==> config.mk <==
export PLATFORM = sky130hd
export DESIGN_NAME = ldh_classifier
export DESIGN_NICKNAME = d
export VERILOG_FILES = /design/src/rtl/ldh_pkg.sv /design/src/rtl/ldh_fields.sv /design/src/rtl/ldh_usage.sv /design/src/rtl/ldh_match.sv /design/src/rtl/ldh_rank.sv /design/src/rtl/ldh_classifier.sv
export SDC_FILE = /design/constraint.sdc
export NUM_CORES = 1
export LEC_CHECK = 0
export CORE_UTILIZATION = 34
export DETAILED_ROUTE_END_ITERATION = 10
export GPL_TIMING_DRIVEN = 0
export PLACE_DENSITY = 0.8
export SLEW_MARGIN = 15
export SYNTH_ARGS = -nofsm -noshare
export SYNTH_HDL_FRONTEND = slang
export SYNTH_SLANG_ARGS = --single-unit
==> constraint.sdc <==
create_clock -name clk -period 2.9 [get_ports clk]
set_input_delay 0.725 -clock clk [delete_from_list [all_inputs] [get_ports clk]]
set_output_delay 0.725 -clock clk [all_outputs]
set_load 0.005 [all_outputs]
==> src/rtl/ldh_pkg.sv <==
package ldh_pkg;

    localparam int WORD_W  = 32;
    localparam int REG_W   = 5;
    localparam int OPC_W   = 6;
    localparam int FN_W    = 6;
    localparam int OPC_LSB = WORD_W - OPC_W;
    localparam int RS_LSB  = OPC_LSB - REG_W;
    localparam int RT_LSB  = RS_LSB - REG_W;
    localparam int RD_LSB  = RT_LSB - REG_W;
    localparam int NUM_FIELDS = 3;

    typedef logic [REG_W-1:0] reg_idx_t;
    typedef logic [OPC_W-1:0] opc_t;
    typedef logic [FN_W-1:0]  fn_t;

    typedef enum logic [1:0] {
        HZ_NONE  = 2'd0,
        HZ_BOTH  = 2'd1,
        HZ_READ  = 2'd2,
        HZ_WRITE = 2'd3
    } hz_class_e;

    typedef struct packed {
        opc_t     opc;
        reg_idx_t rs;
        reg_idx_t rt;
        reg_idx_t rd;
        fn_t      fn;
        logic     blank;
    } insn_fields_t;

    typedef struct packed {
        logic rd_rs;
        logic rd_rt;
        logic wr_rd;
        logic wr_rt;
        logic wr_link;
        logic write_first;
    } field_use_t;

    localparam opc_t OPC_REGGRP  = 6'h00;
    localparam opc_t OPC_CALL    = 6'h03;
    localparam opc_t OPC_LD_LEFT = 6'h22;
    localparam opc_t OPC_LD_RGT  = 6'h26;

    function automatic field_use_t use_of_fn(fn_t fn);
        field_use_t u;
        u = '0;
        unique case (fn)
            6'h00, 6'h02, 6'h03: begin
                u.wr_rd = 1'b1;
                u.rd_rt = 1'b1;
            end
            6'h04, 6'h06, 6'h07,
            6'h20, 6'h21, 6'h22, 6'h23,
            6'h24, 6'h25, 6'h26, 6'h27,
            6'h2A, 6'h2B: begin
                u.wr_rd = 1'b1;
                u.rd_rs = 1'b1;
                u.rd_rt = 1'b1;
            end
            6'h10, 6'h12: u.wr_rd = 1'b1;
            6'h11, 6'h13: u.rd_rs = 1'b1;
            6'h18, 6'h19, 6'h1A, 6'h1B: begin
                u.rd_rs = 1'b1;
                u.rd_rt = 1'b1;
            end
            default: u = '0;
        endcase
        return u;
    endfunction

    function automatic field_use_t use_of_opc(opc_t opc);
        field_use_t u;
        u = '0;
        unique case (opc)
            OPC_CALL: u.wr_link = 1'b1;
            6'h08, 6'h09, 6'h0A, 6'h0B, 6'h0C, 6'h0D, 6'h0E,
            6'h20, 6'h21, 6'h23, 6'h24, 6'h25: begin
                u.wr_rt = 1'b1;
                u.rd_rs = 1'b1;
            end
            OPC_LD_LEFT, OPC_LD_RGT: begin
                u.wr_rt       = 1'b1;
                u.rd_rs       = 1'b1;
                u.write_first = 1'b1;
            end
            6'h28, 6'h29, 6'h2A, 6'h2B, 6'h2E: begin
                u.rd_rs = 1'b1;
                u.rd_rt = 1'b1;
            end
            6'h32, 6'h3A: u.rd_rs = 1'b1;
            default: u = '0;
        endcase
        return u;
    endfunction

endpackage

==> src/rtl/ldh_fields.sv <==
module ldh_fields
    import ldh_pkg::*;
(
    input  logic [WORD_W-1:0] insn,
    output insn_fields_t      fields
);
    always_comb begin
        fields.opc   = insn[OPC_LSB +: OPC_W];
        fields.rs    = insn[RS_LSB  +: REG_W];
        fields.rt    = insn[RT_LSB  +: REG_W];
        fields.rd    = insn[RD_LSB  +: REG_W];
        fields.fn    = insn[0       +: FN_W];
        fields.blank = (insn == '0);
    end
endmodule

==> src/rtl/ldh_usage.sv <==
module ldh_usage
    import ldh_pkg::*;
(
    input  insn_fields_t fields,
    output field_use_t   use_o
);
    always_comb begin
        if (fields.blank) begin
            use_o = '0;
        end else if (fields.opc == OPC_REGGRP) begin
            use_o = use_of_fn(fields.fn);
        end else begin
            use_o = use_of_opc(fields.opc);
        end
    end
endmodule

==> src/rtl/ldh_match.sv <==
module ldh_match
    import ldh_pkg::*;
#(
    parameter int LINK_REG = 31
) (
    input  reg_idx_t     dst,
    input  insn_fields_t fields,
    input  field_use_t   use_i,
    output logic         read_hit,
    output logic         write_hit
);
    localparam reg_idx_t LINK_IDX = reg_idx_t'(LINK_REG);

    reg_idx_t fld   [NUM_FIELDS];
    logic     rd_en [NUM_FIELDS];
    logic     wr_en [NUM_FIELDS];
    logic [NUM_FIELDS-1:0] rd_hit_v;
    logic [NUM_FIELDS-1:0] wr_hit_v;

    always_comb begin
        fld[0] = fields.rs;  rd_en[0] = use_i.rd_rs; wr_en[0] = 1'b0;
        fld[1] = fields.rt;  rd_en[1] = use_i.rd_rt; wr_en[1] = use_i.wr_rt;
        fld[2] = fields.rd;  rd_en[2] = 1'b0;        wr_en[2] = use_i.wr_rd;
    end

    for (genvar g = 0; g < NUM_FIELDS; g++) begin : g_cmp
        logic same;
        assign same        = (fld[g] == dst);
        assign rd_hit_v[g] = same && rd_en[g];
        assign wr_hit_v[g] = same && wr_en[g];
    end

    assign read_hit  = |rd_hit_v;
    assign write_hit = (|wr_hit_v) || (use_i.wr_link && dst == LINK_IDX);
endmodule

==> src/rtl/ldh_rank.sv <==
module ldh_rank
    import ldh_pkg::*;
(
    input  logic      read_hit,
    input  logic      write_hit,
    input  logic      write_first,
    output hz_class_e cls
);
    always_comb begin
        if (write_first) begin
            if (write_hit)     cls = HZ_WRITE;
            else if (read_hit) cls = HZ_READ;
            else               cls = HZ_NONE;
        end else begin
            if (read_hit && write_hit) cls = HZ_BOTH;
            else if (read_hit)         cls = HZ_READ;
            else if (write_hit)        cls = HZ_WRITE;
            else                       cls = HZ_NONE;
        end
    end
endmodule

==> src/rtl/ldh_classifier.sv <==
module ldh_classifier
    import ldh_pkg::*;
#(
    parameter int LINK_REG = 31
) (
    input  logic              clk,
    input  logic              rst,
    input  logic              in_valid,
    input  logic [REG_W-1:0]  load_dst,
    input  logic [WORD_W-1:0] next_insn,
    output logic              out_valid,
    output logic [1:0]        out_class
);
    insn_fields_t fields;
    field_use_t   use_w;
    logic         read_hit;
    logic         write_hit;
    hz_class_e    cls_w;
    hz_class_e    cls_q;

    ldh_fields u_fields (.insn(next_insn), .fields(fields));
    ldh_usage  u_usage  (.fields(fields), .use_o(use_w));
    ldh_match #(.LINK_REG(LINK_REG)) u_match (
        .dst(load_dst), .fields(fields), .use_i(use_w),
        .read_hit(read_hit), .write_hit(write_hit)
    );
    ldh_rank u_rank (
        .read_hit(read_hit), .write_hit(write_hit),
        .write_first(use_w.write_first), .cls(cls_w)
    );

    always_ff @(posedge clk) begin
        if (rst) begin
            out_valid <= 1'b0;
            cls_q     <= HZ_NONE;
        end else begin
            out_valid <= in_valid;
            if (in_valid) cls_q <= cls_w;
        end
    end

    assign out_class = cls_q;

    AST_PULSE_AFTER_STROBE: assert property (@(posedge clk) disable iff (rst)
        in_valid |=> out_valid);
    AST_NO_PULSE_IDLE: assert property (@(posedge clk) disable iff (rst)
        !in_valid |=> !out_valid);
    AST_HOLD_IDLE: assert property (@(posedge clk) disable iff (rst)
        !in_valid |=> $stable(out_class));
    AST_BLANK_WORD: assert property (@(posedge clk) disable iff (rst)
        (in_valid && next_insn == '0) |=> out_class == 2'd0);
    AST_PARTIAL_NO_BOTH: assert property (@(posedge clk) disable iff (rst)
        (in_valid && (next_insn[31:26] == 6'h22 || next_insn[31:26] == 6'h26))
        |=> out_class != 2'd1);
    AST_STORE_READ_ONLY: assert property (@(posedge clk) disable iff (rst)
        (in_valid && (next_insn[31:26] == 6'h28 || next_insn[31:26] == 6'h29 ||
                      next_insn[31:26] == 6'h2A || next_insn[31:26] == 6'h2B ||
                      next_insn[31:26] == 6'h2E))
        |=> (out_class == 2'd0 || out_class == 2'd2));
    AST_LINK_WRITE: assert property (@(posedge clk) disable iff (rst)
        (in_valid && next_insn[31:26] == 6'h03 && load_dst == 5'(LINK_REG))
        |=> out_class == 2'd3);
endmodule

==> results of run 1 <==
-- worst register-to-register path, cell delays in order, from the launching register on --
cell     delay, ns
dfxtp_1       0.30
nor3b_1       0.13
a31o_1        0.17
-- layout make-up --
type	instances	area, um2	share of cell area
repair buffers	42	415	0.391
clock buffers	4	26.3	0.0247
flip-flops and latches	3	60.1	0.0565
inverters	3	11.3	0.0106
well taps	16	20.0	0.0188
multi-input cells	74	531	0.499
-- layout by cell type (no fill, tap or decap), drive strengths merged, types with 2 or more instances in the layout --
master	Yosys	layout
nor3	5	5
xnor2	9	9
nand3	4	4
inv	3	3
a31oi	2	2
or3	2	2
o21ai	3	3
o211ai	2	2
nor4	8	8
a211oi	2	2
dlygate4sd2	0	4
a21oi	5	5
xor2	7	7
clkbuf	0	4
nor2	5	5
nand4	2	2
nor2b	2	2
clkdlybuf4s50	0	38
nand2	3	3
nand2b	3	3
dfxtp	3	3
-- how the worst max path moves through the flow --
stage | end | slack [ns] | startpoint
2_1_floorplan | out_class[1]$_SDFFE_PP0P_ | 0.25 | next_insn[28]
3_3_place_gp | out_class[1]$_SDFFE_PP0P_ | -0.37 | next_insn[28]
3_5_place_dp | out_class[1]$_SDFFE_PP0P_ | -0.40 | next_insn[28]
4_1_cts | out_class[1]$_SDFFE_PP0P_ | 0.07 | next_insn[28]
5_1_grt | out_class[1]$_SDFFE_PP0P_ | 0.03 | next_insn[28]
6_report | out_class[1]$_SDFFE_PP0P_ | 0.08 | next_insn[28]
-- per-stage QoR --
step           area, um2  hold slack, ns
2_1_floorplan        586           0.489
3_3_place_gp        1030           0.490
3_5_place_dp        1030           0.493
4_1_cts             1060           0.501
5_1_grt             1060           0.526
6_report            1060           0.495
-- registers in the layout, summed over array words and instances (netlist names) --
| register | cells |
|---|---|
| out_valid | 1 |
| out_class | 2 |
-- power breakdown --
part | switching [uW] | internal [uW] | total [uW] | leakage, uW
Clock | 22.7 | 51.6 | 74.3 | 0.0000150
Combinational | 48.7 | 70.8 | 120 | 0.000337
Sequential | 0.499 | 43.0 | 43.5 | 0.0000246
Total | 71.9 | 165 | 237 | 0.000377
-- layer usage --
| layer | vias to the layer above | global-route usage | routed length (um) |
|---|---|---|---|
| li1 | 400 | - | - |
| met1 | 338 | 0.242 | 775 |
| met2 | 39 | 0.324 | 785 |
| met3 | 2 | 0.0417 | 130 |
| met4 | 0 | 0.0500 | 16 |
| met5 | - | 0 | 0 |
-- cells by family (layout without fill, tap and decap cells) --
kind of cell / count (synthesis) / in the layout / synth area share
AO/OA/AOI/OAI: 19 / 19 / 0.229
buffers and inverters: 3 / 49 / 0.0192
flip-flops: 3 / 3 / 0.103
AND/OR/NAND/NOR: 37 / 37 / 0.372
multiplexers: 1 / 1 / 0.0171
adder cells (fa/ha/maj): 1 / 1 / 0.0214
XOR/XNOR: 16 / 16 / 0.239
-- synth_stat cells (all sizes together), types with 2 or more instances --
master,number
xnor2,9
nor4,8
xor2,7
a21oi,5
nor2,5
nor3,5
nand3,4
dfxtp,3
inv,3
nand2,3
nand2b,3
o21ai,3
a211oi,2
a31oi,2
nand4,2
nor2b,2
o211ai,2
or3,2
-- repair_timing --
action	in CTS	in global routing
resized for setup	5	1
endpoints found under the setup margin	1	1
pin swaps	0	1
endpoints found under the hold margin	0	0
==> metrics, run 1 <==
outcome finished with violations; failing checks DRC; DRT Pass-1 Iters 7; Fill cells 139; hold path startpoint out_class[1]$_SDFFE_PP0P_; fmax 0.354 GHz; Cells after Synth 80; Final ANT Viol Nets 0; CP Class input port to flip-flop; crit-path most repeated cell or3_4; hpwl dp 1450 um; share of synthesized flip-flops with an asynchronous set or reset 0; r2r worst-path depth 2; placed insts 138; Clock Tree Buf Depth 2; R2R Path Start out_class[0]$_SDFFE_PP0P_; Core Util, Final 0.682; initial antenna violation count 0; clock-pin transition on the worst setup and hold timing paths 0.03 ns; CTS sink count 3; DIE AREA 1890 um2; pin count of the biggest net entering global routing 8; mapped cell area 586 um2; Hold Path End out_class[1]$_SDFFE_PP0P_; Max Cap Viol 0; Critical Path End Type flip-flop; vias in the first global route 734; final-stage net count 168; Yosys cell types 28; WP data arrival 2.93 ns; Die Height 43.5 um; Via density 5.49; Root Driver clkbuf_4; Syn Area/Cell 7.32 um2; Post-CTS Setup Inserts 0; H-Tree Depth 1; pre-CTS setup slack -0.399 ns; Setup-failing EPs final 0; pwr dens 223 nW/um2; cell family with most CP delay simple AND/OR/NAND/NOR gates; FF-to-FF setup slack 2.19 ns; Seq/Total Area, Yosys 0.103; Critical Path Source Type input port; TritonCTS Buffers 3; hold_buf cts 0; RSZ-0062 raised after global routing false; clock skew 0 ns; Inserted Diodes 0; Final Wtd Congestion 0.761; PortBufs 42; total number of vias 779; final hold viol count 0; worst path bufs/invs 1; Leakage 0.000377 uW; first-pass GRT wire length 2830 um; CP peak stage delay 0.58 ns; Ys Warns 0; Post-synth EDFFs 0; stages on the worst setup path 8; Yosys reg bits 3; Routed WL 1710 um; leading area contributor after synthesis xnor2_1; I/O pin count 43; DRC violation count after routing 2; Top FF cell, synth dfxtp_1; Critical R2R Capture out_class[0]$_SDFFE_PP0P_; hold crit path type flip-flop to flip-flop; grt total ovfl 0; GRT Total Usage 0.190; setup TNS 0 ns; Synth Net Count 121; Worst path slowest cell or4_4; CORE AREA 1560 um2; synthesis-to-layout area growth 81.6%; top cells by area, synth xnor2_1 13%, xor2_1 10%, dfxtp_1 10%; CP max FO 6; Final Worst Setup Slack 0.0785 ns; Rel. slew slack 0.759; Power, Total 237 uW; worst path cell trace dlygate4sd2_1 > or4_4 > or3_4 > or3_4 > o211ai_1 > ha_1 > mux2i_1 > a211oi_1; row cnt 14; ratio of cells with drive above 1 in the final layout 0.0635; worst-margin pin slew 0.359 ns; Skew-Pair Late Insertion Delay 0.24 ns; detail-routed net length per standard cell 12.0 um; CTS tree yes; hold depth 2; Initial DRC Count 11; Max VDD drop 0.183 mV; Initial Util 0.376; Tcrit/Tclk final 0.973; CP Data Required Time 3.01 ns; area share of the leading cell type in the synthesized netlist 0.135; pins over their slew limit 0; DIE WIDTH 43.5 um; Final min period 2.82 ns; Final Non-Filler Cells 142
(Power assumes the default switching activity.)
==> run 2, diff against run 1 <==
--- a/config.mk
+++ b/config.mk
@@ -9,6 +9,7 @@
 export DETAILED_ROUTE_END_ITERATION = 10
 export GPL_TIMING_DRIVEN = 0
 export PLACE_DENSITY = 0.8
+export SKIP_CTS_REPAIR_TIMING = 1
 export SLEW_MARGIN = 15
 export SYNTH_ARGS = -nofsm -noshare
 export SYNTH_HDL_FRONTEND = slang
==> run 2 against run 1 <==
  * The run still ends with DRC left
  * Count of clock-buffer cells in the layout is the same
  * Utilization up 0.64 points
  * Flip-flop and latch count did not move
  * Critical path depth unchanged
  * Combinational power barely moved
  * Non-clock buffer count did not move
  * Routed wire length decreased by 1.5%
  * Worst setup slack improved by 0.11 ns
  * Clock skew is the same
==> metrics, run 2 (same netlist as run 1, synthesis figures left out) <==
Max VDD drop 0.183 mV; ratio of cells with drive above 1 in the final layout 0.0556; clock-pin transition on the worst setup and hold timing paths 0.03 ns; pwr dens 221 nW/um2; Initial Util 0.376; CP Class input port to flip-flop; first-pass GRT wire length 2780 um; Skew-Pair Late Insertion Delay 0.24 ns; initial antenna violation count 0; P_int 167 uW; Gate power share 0.504; Clock Tree Buf Depth 2; CP Data Required Time 3.05 ns; pins over their slew limit 0; clock skew 0 ns; GRT met2 Usage 0.318; Die Height 43.5 um; Inserted Diodes 0; H-Tree Depth 1; Final Hold Slack 0.495 ns; final hold viol count 0; Final min period 2.72 ns; DIE AREA 1890 um2; I/O pin count 43; total number of vias 786; commonest non-fill, non-tap cell in the layout clkdlybuf4s50_1; Final Wtd Congestion 0.761; DRC violation count after routing 2; hpwl dp 1450 um; Most Used Layer, Global Route met2; FF-to-FF setup slack 2.19 ns; Core Util, Final 0.689; Hold Path End out_class[1]$_SDFFE_PP0P_; Initial DRC Count 14; GR Layer Usage met3 0.0417; hold depth 2; placed insts 138; switch share 0.299; failing checks DRC; fmax 0.368 GHz; Power, Total 238 uW; Setup-failing EPs final 0; GRT Total Usage 0.187; Rel. slew slack 0.757; PortBufs 42; most frequent cells in the layout 38 x clkdlybuf4s50_1, 9 x xnor2_1, 8 x nor4_1; synthesis-to-layout area growth 83.3%; Via density 5.54; RSZ-0062 raised after global routing false; row cnt 14; r2r worst-path depth 2; hold crit path type flip-flop to flip-flop; clock share of power 0.313; Critical Path End Type flip-flop; Max Cap Viol 0; worst-margin pin slew 0.362 ns; TritonCTS Buffers 3; Switch Pwr 71.0 uW; Routed WL 1680 um; outcome finished with violations; CORE AREA 1560 um2; grt total ovfl 0; Final ANT Viol Nets 0; Final Non-Filler Cells 142; R2R Path Start out_class[0]$_SDFFE_PP0P_; met1 usage 0.237; Flop pwr share 0.183; final-stage net count 168; DRT Pass-1 Iters 7; detail-routed net length per standard cell 11.9 um; placed cell area 1030 um2; vias in the first global route 721; CP max FO 6; max FFs per register 2; Root Driver clkbuf_4; Leakage 0.000408 uW; Tcrit/Tclk final 0.937; DIE WIDTH 43.5 um; Critical R2R Capture out_class[0]$_SDFFE_PP0P_; CTS sink count 3; CTS tree yes; post-route cell area 1070 um2; WP data arrival 2.86 ns; hold path startpoint out_class[1]$_SDFFE_PP0P_; pin count of the biggest net entering global routing 8; Critical Path Source Type input port
[run 2: stage by stage]
step           setup TNS, ns  setup WS [ns]
2_1_floorplan              0          0.254
5_1_grt                    0         0.0898
3_5_place_dp          -0.399         -0.399
4_1_cts               -0.170         -0.170
6_report                   0          0.184
3_3_place_gp          -0.368         -0.368
[run 2: power groups by stage]
stage	logic [uW]	registers [uW]	clock network, uW
global placement	116	44.2	0
floorplan	39.1	44.4	0
detailed placement	118	44.2	0
global route	131	43.7	80.6
CTS	119	43.6	77.3
finish	120	43.5	74.3
[run 2: worst max-delay path: stages]
cell and delay, ns:
dlymetal6s2s_1 0.17, or4_4 0.57, or3_4 0.37, o41ai_4 0.37, nand2_1 0.10, ha_1 0.28, mux2i_1 0.06, a211oi_1 0.22
[run 2: metal layers]
layer,vias to the layer above,wire length (um)
li1,401,-
met5,-,0
met3,2,133
met2,38,782
met1,345,752
met4,0,15
[run 2: final cells by class]
| cell class | instances | area (um2) |
|---|---|---|
| Fill cell | 134 | 485 |
| Clock buffer | 4 | 26.3 |
| Multi-Input combinational cell | 74 | 526 |
| Inverter | 3 | 11.3 |
| Tap cell | 16 | 20.0 |
| Sequential cell | 3 | 60.1 |
| Timing Repair Buffer | 42 | 430 |
[run 2: how the worst max path moves through the flow]
stage	startpoint	end	slack (ns)	cells past startpoint
2_1_floorplan	next_insn[28]	out_class[1]$_SDFFE_PP0P_	0.25	7
3_3_place_gp	next_insn[28]	out_class[1]$_SDFFE_PP0P_	-0.37	8
3_5_place_dp	next_insn[28]	out_class[1]$_SDFFE_PP0P_	-0.40	8
4_1_cts	next_insn[28]	out_class[1]$_SDFFE_PP0P_	-0.17	8
5_1_grt	next_insn[28]	out_class[1]$_SDFFE_PP0P_	0.09	8
6_report	next_insn[28]	out_class[1]$_SDFFE_PP0P_	0.18	8
==> run 3, diff against run 2 <==
--- a/config.mk
+++ b/config.mk
@@ -5,12 +5,12 @@
 export SDC_FILE = /design/constraint.sdc
 export NUM_CORES = 1
 export LEC_CHECK = 0
+export CORE_MARGIN = 1
 export CORE_UTILIZATION = 34
 export DETAILED_ROUTE_END_ITERATION = 10
 export GPL_TIMING_DRIVEN = 0
 export PLACE_DENSITY = 0.8
 export SKIP_CTS_REPAIR_TIMING = 1
-export SLEW_MARGIN = 15
 export SYNTH_ARGS = -nofsm -noshare
 export SYNTH_HDL_FRONTEND = slang
 export SYNTH_SLANG_ARGS = --single-unit
==> results of run 3 <==
Final layout, timing and power as in run 2 (identical DEF).
